$ cat config.mk
export PLATFORM = sky130hd
export DESIGN_NAME = dma_agen
export DESIGN_NICKNAME = d
export VERILOG_FILES = /design/src/rtl/dma_agen_pkg.sv /design/src/rtl/dma_agen_ctrl.sv /design/src/rtl/dma_agen_idx.sv /design/src/rtl/dma_agen_side.sv /design/src/rtl/dma_agen.sv
export SDC_FILE = /design/constraint.sdc
export NUM_CORES = 1
export LEC_CHECK = 0
export ABC_CLOCK_PERIOD_IN_PS = 8500
export BUFFER_PORTS_ARGS = -buffer_cell sky130_fd_sc_hd__buf_2
export CORE_MARGIN = 5
export CORE_UTILIZATION = 50
export DETAILED_ROUTE_END_ITERATION = 7
export MAX_ROUTING_LAYER = met4
export PLACE_DENSITY = 0.7
export RECOVER_POWER = 25
export SLEW_MARGIN = 5
export SYNTH_ARGS = -nofsm -noshare
export SYNTH_HDL_FRONTEND = slang
export SYNTH_SLANG_ARGS = --single-unit
$ cat constraint.sdc
create_clock -name clk -period 8.5 [get_ports clk]
set_input_delay 0.85 -clock clk [delete_from_list [all_inputs] [get_ports clk]]
set_output_delay 0.85 -clock clk [all_outputs]
set_load 0.01 [all_outputs]
$ cat src/rtl/dma_agen_pkg.sv
package dma_agen_pkg;

  parameter int unsigned ADDR_W   = 32;
  parameter int unsigned ECNT_W   = 24;
  parameter int unsigned UCNT_W   = 16;
  parameter int unsigned STRIDE_W = 16;
  parameter int unsigned ESZ_W    = 2;
  parameter int unsigned NSIDE    = 2;

  localparam int unsigned SIDE_SRC = 0;
  localparam int unsigned SIDE_DST = 1;
  localparam int unsigned EXT_W    = ADDR_W - STRIDE_W;

  typedef logic [ADDR_W-1:0] addr_t;

  typedef enum logic [1:0] {
    AG_IDLE = 2'd0,
    AG_RUN  = 2'd1,
    AG_FIN  = 2'd2
  } agen_state_e;

  // Per-side settings captured at start; both steps are resolved up front.
  typedef struct packed {
    logic  incr;
    addr_t step;
    addr_t ub_step;
  } side_cfg_t;

  function automatic addr_t sext_stride(input logic [STRIDE_W-1:0] s);
    return {{EXT_W{s[STRIDE_W-1]}}, s};
  endfunction

  function automatic addr_t elem_bytes(input logic [ESZ_W-1:0] code);
    addr_t b;
    case (code)
      2'd0:    b = addr_t'(1);
      2'd1:    b = addr_t'(2);
      default: b = addr_t'(4);
    endcase
    return b;
  endfunction

  function automatic side_cfg_t make_side_cfg(
    input logic                incr,
    input logic [ESZ_W-1:0]    code,
    input logic [STRIDE_W-1:0] estride,
    input logic                ujump,
    input logic [STRIDE_W-1:0] ustride
  );
    side_cfg_t c;
    c.incr    = incr;
    c.step    = incr ? (elem_bytes(code) + sext_stride(estride)) : '0;
    c.ub_step = c.step + (ujump ? sext_stride(ustride) : '0);
    return c;
  endfunction

  function automatic addr_t advance_addr(
    input addr_t     a,
    input logic      at_ub_end,
    input side_cfg_t c
  );
    return a + (at_ub_end ? c.ub_step : c.step);
  endfunction

  function automatic logic [ECNT_W-1:0] elem_last_index(input logic [ECNT_W-1:0] n);
    return (n == '0) ? '0 : n - 1'b1;
  endfunction

  function automatic logic [UCNT_W-1:0] ublk_last_index(input logic [UCNT_W-1:0] n);
    return (n == '0) ? '0 : n - 1'b1;
  endfunction

endpackage

$ cat src/rtl/dma_agen_ctrl.sv
module dma_agen_ctrl
  import dma_agen_pkg::*;
(
  input  logic clk,
  input  logic rst_n,
  input  logic start,
  input  logic accept,
  input  logic blk_end,
  output logic load,
  output logic busy,
  output logic valid,
  output logic done
);

  agen_state_e state_q, state_d;

  assign load = start && (state_q == AG_IDLE);

  always_comb begin
    state_d = state_q;
    case (state_q)
      AG_IDLE: if (load) state_d = AG_RUN;
      AG_RUN:  if (accept && blk_end) state_d = AG_FIN;
      AG_FIN:  state_d = AG_IDLE;
      default: state_d = AG_IDLE;
    endcase
  end

  always_ff @(posedge clk or negedge rst_n) begin
    if (!rst_n) state_q <= AG_IDLE;
    else        state_q <= state_d;
  end

  assign busy  = (state_q != AG_IDLE);
  assign valid = (state_q == AG_RUN);
  assign done  = (state_q == AG_FIN);

endmodule

$ cat src/rtl/dma_agen_idx.sv
module dma_agen_idx #(
  parameter int unsigned W = 8
) (
  input  logic         clk,
  input  logic         rst_n,
  input  logic         clear,
  input  logic         inc,
  input  logic [W-1:0] last_idx,
  output logic         at_last
);

  logic [W-1:0] idx_q;

  assign at_last = (idx_q == last_idx);

  always_ff @(posedge clk or negedge rst_n) begin
    if (!rst_n)     idx_q <= '0;
    else if (clear) idx_q <= '0;
    else if (inc)   idx_q <= at_last ? '0 : idx_q + 1'b1;
  end

endmodule

$ cat src/rtl/dma_agen_side.sv
module dma_agen_side
  import dma_agen_pkg::*;
(
  input  logic      clk,
  input  logic      rst_n,
  input  logic      load,
  input  logic      advance,
  input  logic      at_ub_end,
  input  addr_t     base,
  input  side_cfg_t cfg,
  output addr_t     addr
);

  always_ff @(posedge clk or negedge rst_n) begin
    if (!rst_n)       addr <= '0;
    else if (load)    addr <= base;
    else if (advance) addr <= advance_addr(addr, at_ub_end, cfg);
  end

endmodule

$ cat src/rtl/dma_agen.sv
module dma_agen
  import dma_agen_pkg::*;
(
  input  logic                clk,
  input  logic                rst_n,
  input  logic                start,
  input  logic [ADDR_W-1:0]   cfg_src_base,
  input  logic [ADDR_W-1:0]   cfg_dst_base,
  input  logic [ESZ_W-1:0]    cfg_elem_size,
  input  logic [ECNT_W-1:0]   cfg_elem_count,
  input  logic [UCNT_W-1:0]   cfg_ublk_count,
  input  logic                cfg_src_incr,
  input  logic                cfg_dst_incr,
  input  logic [STRIDE_W-1:0] cfg_src_estride,
  input  logic [STRIDE_W-1:0] cfg_dst_estride,
  input  logic [STRIDE_W-1:0] cfg_src_ustride,
  input  logic [STRIDE_W-1:0] cfg_dst_ustride,
  input  logic                cfg_src_ujump,
  input  logic                cfg_dst_ujump,
  input  logic                out_ready,
  output logic                busy,
  output logic                done,
  output logic                out_valid,
  output logic [ADDR_W-1:0]   out_src,
  output logic [ADDR_W-1:0]   out_dst,
  output logic                out_last_ub,
  output logic                out_last_blk
);

  // Named internal events, also observed by the bound checker.
  logic load;
  logic accept;
  logic ub_end;
  logic blk_end;
  logic elem_at_last;
  logic ublk_at_last;

  logic [ECNT_W-1:0] elem_last_q;
  logic [UCNT_W-1:0] ublk_last_q;

  side_cfg_t side_cfg_d [NSIDE];
  side_cfg_t side_cfg_q [NSIDE];
  addr_t     side_base  [NSIDE];
  addr_t     side_addr  [NSIDE];

  logic  src_incr_q, dst_incr_q;
  addr_t src_step_q, dst_step_q;

  always_comb begin
    side_cfg_d[SIDE_SRC] = make_side_cfg(cfg_src_incr, cfg_elem_size, cfg_src_estride,
                                         cfg_src_ujump, cfg_src_ustride);
    side_cfg_d[SIDE_DST] = make_side_cfg(cfg_dst_incr, cfg_elem_size, cfg_dst_estride,
                                         cfg_dst_ujump, cfg_dst_ustride);
    side_base[SIDE_SRC]  = cfg_src_base;
    side_base[SIDE_DST]  = cfg_dst_base;
  end

  // Configuration is captured once per block and frozen until the next load.
  always_ff @(posedge clk or negedge rst_n) begin
    if (!rst_n) begin
      elem_last_q <= '0;
      ublk_last_q <= '0;
    end else if (load) begin
      elem_last_q <= elem_last_index(cfg_elem_count);
      ublk_last_q <= ublk_last_index(cfg_ublk_count);
    end
  end

  dma_agen_ctrl u_ctrl (
    .clk     (clk),
    .rst_n   (rst_n),
    .start   (start),
    .accept  (accept),
    .blk_end (blk_end),
    .load    (load),
    .busy    (busy),
    .valid   (out_valid),
    .done    (done)
  );

  assign accept = out_valid && out_ready;

  dma_agen_idx #(.W(ECNT_W)) u_elem_idx (
    .clk      (clk),
    .rst_n    (rst_n),
    .clear    (load),
    .inc      (accept),
    .last_idx (elem_last_q),
    .at_last  (elem_at_last)
  );

  dma_agen_idx #(.W(UCNT_W)) u_ublk_idx (
    .clk      (clk),
    .rst_n    (rst_n),
    .clear    (load),
    .inc      (accept && ub_end),
    .last_idx (ublk_last_q),
    .at_last  (ublk_at_last)
  );

  assign ub_end  = out_valid && elem_at_last;
  assign blk_end = ub_end && ublk_at_last;

  for (genvar g = 0; g < NSIDE; g++) begin : g_side
    always_ff @(posedge clk or negedge rst_n) begin
      if (!rst_n)    side_cfg_q[g] <= '0;
      else if (load) side_cfg_q[g] <= side_cfg_d[g];
    end

    dma_agen_side u_side (
      .clk       (clk),
      .rst_n     (rst_n),
      .load      (load),
      .advance   (accept),
      .at_ub_end (ub_end),
      .base      (side_base[g]),
      .cfg       (side_cfg_q[g]),
      .addr      (side_addr[g])
    );
  end

  assign out_src      = side_addr[SIDE_SRC];
  assign out_dst      = side_addr[SIDE_DST];
  assign out_last_ub  = ub_end;
  assign out_last_blk = blk_end;

  assign src_incr_q = side_cfg_q[SIDE_SRC].incr;
  assign dst_incr_q = side_cfg_q[SIDE_DST].incr;
  assign src_step_q = side_cfg_q[SIDE_SRC].step;
  assign dst_step_q = side_cfg_q[SIDE_DST].step;

endmodule

==> impl_metrics.json, run 1 <==
{
  "worstHoldPathType": "input pin to async pin",
  "worstSkewPairLatency_ps": 550,
  "synth_flop_cell": "sky130_fd_sc_hd__dfrtp_1",
  "std_cell_rows": 73,
  "htree_levels": 2,
  "floorplan.io_pins": 247,
  "pin_count_of_the_biggest_net_entering_global_routing": 166,
  "final_antenna_net_count": 0,
  "timing.critical_path.required_ps": 8970,
  "drt-vias-per-instance": 5.820,
  "first_global_vias": 17548,
  "timing.clock.skew_ps": 23.07,
  "run_status": "complete, but fails checks",
  "layout-drive-gt1-share_pct": 16.96,
  "fp.coreArea_sq_um": 39820,
  "critical_path.max_fanout": 10,
  "post-route-cell-area_sq_um": 22840,
  "timing.rr.start": "u_elem_idx.idx_q[19]",
  "setup_crit_end_kind": "flop",
  "max-cap-violations": 1,
  "grt_overflow_total": 0,
  "dr_total_vias": 17786,
  "setup_total_negative_slack_ps": 0,
  "maximum_clock_path_buffer_count": 3,
  "synth.cell_area_sq_um": 20150,
  "critPathArrivalTime_ps": 5960,
  "reg2reg_depth": 18,
  "final-max-slew-violation-count": 166,
  "total_of_flip_flops_plus_latches_after_synthesis": 274,
  "dr.first_iter.drc_count": 1098,
  "post-route-drc-count": 0,
  "synth_fp_nets": 2636,
  "die_y_microns": 210.8,
  "post-synth-top-area-fraction_pct": 34.02,
  "fin_nets": 2825,
  "port_buffers": 246,
  "floorplan.initialDensity_pct": 50.61,
  "asyncSetResetFlopFracSynth_pct": 100.0,
  "gpl.final_weighted_congestion": 0.9276,
  "layout.cells.most_common": "sky130_fd_sc_hd__dfrtp_1",
  "cts_resized": 0,
  "cts_tree": "done",
  "synth_edf_count": 0,
  "synth.area.top_cells": "sky130_fd_sc_hd__dfrtp_1 34%, sky130_fd_sc_hd__ha_1 8.4%, sky130_fd_sc_hd__mux2_2 5.3%",
  "yosysWarningCount": 0,
  "wire_length_of_the_first_global_routing_pass_mm": 90.56,
  "timing.critical_path.to": "side_cfg_q[29]",
  "mostFrequentLayoutCells": "274 x sky130_fd_sc_hd__dfrtp_1, 270 x sky130_fd_sc_hd__nand2_1, 224 x sky130_fd_sc_hd__buf_2, 183 x sky130_fd_sc_hd__o21ai_0, 154 x sky130_fd_sc_hd__a21oi_1",
  "synth_sequential_area_ratio_pct": 34.02,
  "worst_setup_hold_path_clk_slew_ps": 60,
  "finalSetupViolCount": 0,
  "critPathLaunch": "cfg_elem_size[1]",
  "worstSetupPathType": "input pin to flop",
  "floorplan.die.width_microns": 210.8,
  "power_leakage_nw": 11.06,
  "power.ir.vdd_worst_v": 0.0001464,
  "powerDensity_nw_per_um2": 302.6,
  "post-cts-setup-buffer-count": 0,
  "clock_sink_count": 274,
  "cts_made_buffers": 35,
  "synth.largest_area_cell": "sky130_fd_sc_hd__dfrtp_1",
  "global_route.usage.total_pct": 25.50,
  "dpl.hpwl_mm": 42.19,
  "ctsHoldBuffers": 0,
  "final_hold_viols": 0,
  "timing.slew.headroom_pct": -174.2,
  "setup_repair_after_global_routing_missed_its_margin": "no",
  "antenna_found_initial": 2,
  "rr_endpoint": "g_side[0].u_side.addr[31]",
  "flow.area_growth_from_synthesis_pct": 13.35,
  "timing.reg2reg.setup_slack_ps": 3120,
  "drt_pre_antenna_iters": 6,
  "critical_path.startpoint_type": "input pin",
  "wl_mm": 56.57,
  "fp.dieArea_sq_um": 44420,
  "final.period_utilization_pct": 64.52,
  "syn-mean-instance-area_sq_um": 8.695,
  "placement.cell_area_sq_um": 21760,
  "fmax_mhz": 182.3,
  "clk_root_buffer_cell": "sky130_fd_sc_hd__clkbuf_16",
  "post_synth_inst_count": 2318,
  "failing_checks": "max-capacitance violations, max-slew violations",
  "finalWorstPathRequiredPeriod_ps": 5484,
  "post_synth_num_cell_types": 78,
  "timing_worst_slew_pin_value_ps": 4112,
  "drt-wirelength-per-cell_microns": 18.51
}
## worst min path at each step
stage	startpoint	end	slack, ps
6_report	rst_n	g_side[0].u_side.addr[15]	330
3_3_place_gp	side_cfg_q[9]	side_cfg_q[9]	450
3_5_place_dp	dst_step_q[0]	dst_step_q[0]	460
5_1_grt	rst_n	g_side[0].u_side.addr[15]	410
2_1_floorplan	side_cfg_q[3]	side_cfg_q[3]	430
4_1_cts	rst_n	g_side[0].u_side.addr[15]	390
## critical path: stages
cell                       delay (ps)
sky130_fd_sc_hd__buf_2            120
sky130_fd_sc_hd__nor2b_1          420
sky130_fd_sc_hd__xor2_1           220
sky130_fd_sc_hd__ha_1             170
sky130_fd_sc_hd__a21o_1           110
sky130_fd_sc_hd__a21o_1           150
sky130_fd_sc_hd__nor2b_1          180
sky130_fd_sc_hd__nand4_1          210
sky130_fd_sc_hd__nor2_1           580
sky130_fd_sc_hd__nand4_1          190
sky130_fd_sc_hd__xor2_1           170
sky130_fd_sc_hd__nor2b_1           80
sky130_fd_sc_hd__ha_1             400
sky130_fd_sc_hd__nand2_1          120
sky130_fd_sc_hd__nor3_1           360
sky130_fd_sc_hd__nand2_1          160
sky130_fd_sc_hd__nand2_1           90
sky130_fd_sc_hd__a41oi_1           50
sky130_fd_sc_hd__a21boi_1         540
sky130_fd_sc_hd__a21oi_1          240
sky130_fd_sc_hd__or4_1            430
sky130_fd_sc_hd__nand3_1          100
## power breakdown
part           internal, W  total (W)  switching (W)
combinational      0.00141    0.00318        0.00177
sequential         0.00184    0.00226       0.000418
clock             0.000887    0.00147       0.000586
total              0.00414    0.00691        0.00277
## cell usage after synthesis, types with 51 or more instances
| cell | n |
|---|---|
| sky130_fd_sc_hd__nand3_1 | 51 |
| sky130_fd_sc_hd__nor2_1 | 152 |
| sky130_fd_sc_hd__mux2_2 | 94 |
| sky130_fd_sc_hd__nand2_1 | 272 |
| sky130_fd_sc_hd__o21ai_0 | 183 |
| sky130_fd_sc_hd__a21o_1 | 95 |
| sky130_fd_sc_hd__xnor2_1 | 99 |
| sky130_fd_sc_hd__clkbuf_1 | 90 |
| sky130_fd_sc_hd__dfrtp_1 | 274 |
| sky130_fd_sc_hd__and2_1 | 55 |
| sky130_fd_sc_hd__a21oi_1 | 154 |
| sky130_fd_sc_hd__ha_1 | 136 |
| sky130_fd_sc_hd__xor2_1 | 98 |
## logic make-up after synthesis
group,Yosys count,share of synthesized area (%)
buf+inv,156,3.023
flops,274,34.02
fa+ha+maj,142,8.940
mux,104,5.749
xor+xnor,197,8.561
simple gates,769,18.54
compound gates,676,21.17
## per-layer routing
layer | vias up | global-route usage (%) | share of wire (%)
li1 | 8721 | - | -
met1 | 8516 | 34.96 | 47
met2 | 455 | 40.20 | 46
met3 | 94 | 2.792 | 4.5
met4 | 0 | 7.713 | 2.6
met5 | - | - | 0
## metrics by stage
| stage | util (%) | worst slack, ps | hold slack [ps] | std cells | total power, W |
|---|---|---|---|---|---|
| 4_1_cts | 57.46 | 3093 | 386.1 | 3054 | 0.006952 |
| 6_report | 57.36 | 3016 | 325.8 | 3056 | 0.006912 |
| 3_5_place_dp | 54.64 | 2546 | 459.3 | 2995 | 0.005433 |
| 2_1_floorplan | - | 3409 | 433.1 | 2318 | 0.004498 |
| 3_3_place_gp | 54.64 | 2655 | 453.6 | 2995 | 0.005342 |
| 5_1_grt | 57.36 | 2561 | 413.7 | 3056 | 0.007439 |
## layout make-up
class                   count  area [sq um]
flip-flops and latches    274          6857
inverters                  50         187.7
repair buffers            258          1303
multi-input cells        1888         12710
well taps                 525         656.9
clock buffers              49          1008
fillers                  3642         16980
diodes                      2         5.005
clock inverters            10         113.9
## flip-flops by register name (all words and copies together) (netlist names)
register	cells
u_ctrl.state_q	2
ublk_last_q	16
side_cfg_q	64
elem_last_q	24
u_ublk_idx.idx_q	16
src_step_q	32
dst_step_q	32
g_side.u_side.addr	64
u_elem_idx.idx_q	24
Note: power is estimated with default switching activity, not from simulation.
==> run 2: changes to the inputs <==
- ABC_CLOCK_PERIOD_IN_PS: 8500 -> 5300
- clock period: 8.5 -> 5.3 ns (I/O delays scaled with it)
==> impl_metrics.json, run 2 (synthesis gave the netlist of run 1 again) <==
{
  "run_status": "complete, but fails checks",
  "failing_checks": "max-capacitance violations, max-slew violations",
  "met2_wl_post_dr_mm": 25.91,
  "timing.clock.skew_ps": 18.81,
  "antenna_found_initial": 3,
  "setup_total_negative_slack_ps": 0,
  "die_y_microns": 210.8,
  "power_leakage_nw": 11.24,
  "fp.dieArea_sq_um": 44420,
  "dpl.hpwl_mm": 41.58,
  "timing.slew.headroom_pct": -74.22,
  "power.ir.vdd_worst_v": 0.0002802,
  "critical_path.startpoint_type": "flop",
  "power.switching_fraction_pct": 39.24,
  "netSwitchingPower_w": 0.004459,
  "critical_path.max_fanout": 26,
  "wire_length_of_the_first_global_routing_pass_mm": 90.44,
  "post-route-drc-count": 0,
  "dr_wl_met3_mm": 2.530,
  "mostFrequentLayoutCells": "274 x sky130_fd_sc_hd__dfrtp_1, 270 x sky130_fd_sc_hd__nand2_1, 245 x sky130_fd_sc_hd__buf_2, 183 x sky130_fd_sc_hd__o21ai_0, 153 x sky130_fd_sc_hd__a21oi_1",
  "final-max-slew-violation-count": 227,
  "floorplan.die.width_microns": 210.8,
  "layout.cells.most_common": "sky130_fd_sc_hd__dfrtp_1",
  "timing.rr.start": "u_elem_idx.idx_q[17]",
  "clock_sink_count": 274,
  "setup_crit_end_kind": "flop",
  "worstSetupPathType": "flop to flop",
  "setup_repair_after_global_routing_missed_its_margin": "no",
  "dr.first_iter.drc_count": 1161,
  "layout-drive-gt1-share_pct": 18.41,
  "worstHoldEndpoint": "g_side[0].u_side.addr[5]",
  "timing.reg2reg.setup_slack_ps": 300,
  "fin_nets": 2834,
  "finalWorstPathRequiredPeriod_ps": 4996,
  "drt-wirelength-per-cell_microns": 18.19,
  "power.clock.fraction_pct": 22.7,
  "pin_count_of_the_biggest_net_entering_global_routing": 123,
  "total_power_w": 0.01136,
  "reg2reg_depth": 19,
  "final_antenna_net_count": 0,
  "fmax_mhz": 200.1,
  "part_of_the_power_in_combinational_logic_pct": 45.3,
  "rr_endpoint": "g_side[1].u_side.addr[30]",
  "finalSetupViolCount": 0,
  "layout.cells.non_filler": 3070,
  "grt_overflow_total": 0,
  "timing.critical_path.required_ps": 5670,
  "hold-path-cell-count": 3,
  "htree_levels": 2,
  "cts_made_buffers": 34,
  "worstSkewPairLatency_ps": 530,
  "maximum_clock_path_buffer_count": 3,
  "min_from": "cfg_src_base[5]",
  "final.period_utilization_pct": 94.27,
  "powerDensity_nw_per_um2": 491.2,
  "drt-vias-per-instance": 5.809,
  "drt_pre_antenna_iters": 5,
  "placed_cells_incl_taps": 3005,
  "port_buffers": 246,
  "largest_registers": "g_side.u_side.addr: 64 flops, side_cfg_q: 64 flops",
  "finish.utilization_pct": 58.10,
  "floorplan.io_pins": 247,
  "detail_route.wirelength.met1_mm": 26.01,
  "dr_total_vias": 17833,
  "worst_setup_hold_path_clk_slew_ps": 60,
  "wl_mm": 55.86,
  "global_route.usage.total_pct": 25.22,
  "cell_internal_pwr_w": 0.006905,
  "gpl.final_weighted_congestion": 0.9741,
  "ctsHoldBuffers": 0,
  "maxUsedRoutingLayer": "met4",
  "first_global_vias": 17669,
  "std_cell_rows": 73,
  "final_hold_viols": 0,
  "sequentialPowerShare_pct": 32.0,
  "timing_worst_slew_pin_value_ps": 2613,
  "flow.area_growth_from_synthesis_pct": 14.81,
  "worstHoldPathType": "input pin to flop",
  "critPathArrivalTime_ps": 5360,
  "cts_tree": "done",
  "floorplan.initialDensity_pct": 50.61,
  "max-cap-violations": 2,
  "fp.coreArea_sq_um": 39820,
  "clk_root_buffer_cell": "sky130_fd_sc_hd__clkbuf_16"
}
[run 2: cell count changes in the layout (fill, tap and decap cells not counted), moves of 2 or more]
cell	before	now
sky130_fd_sc_hd__inv_6	3	0
sky130_fd_sc_hd__buf_12	0	2
sky130_fd_sc_hd__buf_2	224	245
sky130_fd_sc_hd__bufinv_16	2	5
sky130_fd_sc_hd__clkbuf_16	35	37
sky130_fd_sc_hd__buf_4	11	19
sky130_fd_sc_hd__clkbuf_8	8	11
sky130_fd_sc_hd__clkbuf_1	27	5
[run 2: per-stage QoR]
stage	cell area [sq um]	setup slack [ps]	hold slack, ps
floorplan	20150	514.4	234.4
global placement	21860	276.8	453.8
detailed placement	21860	182.9	453.4
CTS	23120	204.3	78.49
global route	23140	34.04	195.3
finish	23140	303.6	207.1
[run 2: worst max-delay path by stage]
stage                    startpoint  depth (start not counted)  slack, ps                        end
3_5_place_dp       cfg_elem_size[1]                         22        180             side_cfg_q[96]
2_1_floorplan  u_elem_idx.idx_q[17]                         20        510  g_side[0].u_side.addr[31]
5_1_grt        u_elem_idx.idx_q[17]                         17         30  g_side[1].u_side.addr[31]
3_3_place_gp       cfg_elem_size[1]                         21        280             side_cfg_q[95]
6_report       u_elem_idx.idx_q[17]                         19        300  g_side[1].u_side.addr[30]
4_1_cts        u_elem_idx.idx_q[17]                         19        200  g_side[1].u_side.addr[26]
[run 2: final cells by class]
cell class,count,area [sq um]
clock buffer,53,1096
antenna,3,7.507
timing repair buffer,268,1421
tap,525,656.9
inverter,50,187.7
multi-input combinational,1888,12740
clock inverter,9,170.2
fill,3631,16680
sequential,274,6857
[run 2: timing repair]
action,in CTS,in global routing
buffers inserted,0,0
resized for setup,0,5
endpoints found under the setup margin,0,10
[run 2: critical path, cell delays in order (launching register included)]
cell,delay [ps]
sky130_fd_sc_hd__dfrtp_1,460
sky130_fd_sc_hd__xor2_1,180
sky130_fd_sc_hd__nor4_1,290
sky130_fd_sc_hd__nand4_1,220
sky130_fd_sc_hd__nor4_4,270
sky130_fd_sc_hd__buf_12,250
sky130_fd_sc_hd__mux2_2,200
sky130_fd_sc_hd__ha_1,190
sky130_fd_sc_hd__inv_1,70
sky130_fd_sc_hd__fa_1,380
sky130_fd_sc_hd__nor2b_1,240
sky130_fd_sc_hd__o31ai_2,120
sky130_fd_sc_hd__a211oi_1,360
sky130_fd_sc_hd__o21ai_1,150
sky130_fd_sc_hd__a311o_1,400
sky130_fd_sc_hd__a211oi_1,450
sky130_fd_sc_hd__o21ai_0,190
sky130_fd_sc_hd__a21boi_1,190
sky130_fd_sc_hd__xnor2_1,130
sky130_fd_sc_hd__a21oi_1,80
[run 2: power by group through the flow]
| stage | clock (W) | sequential (W) | combinational [W] |
|---|---|---|---|
| 2_1_floorplan | 0 | 0.00353 | 0.00368 |
| 3_3_place_gp | 0 | 0.00363 | 0.00494 |
| 3_5_place_dp | 0 | 0.00365 | 0.00506 |
| 4_1_cts | 0.00264 | 0.00362 | 0.00511 |
| 5_1_grt | 0.00274 | 0.00373 | 0.00575 |
| 6_report | 0.00258 | 0.00364 | 0.00514 |
[run 2: layer usage]
metal  vias up  track usage (%)
met1      8605            34.16
li1       8733                -
met5         -                -
met4         0            7.087
met2       401            40.02
met3        94            3.446
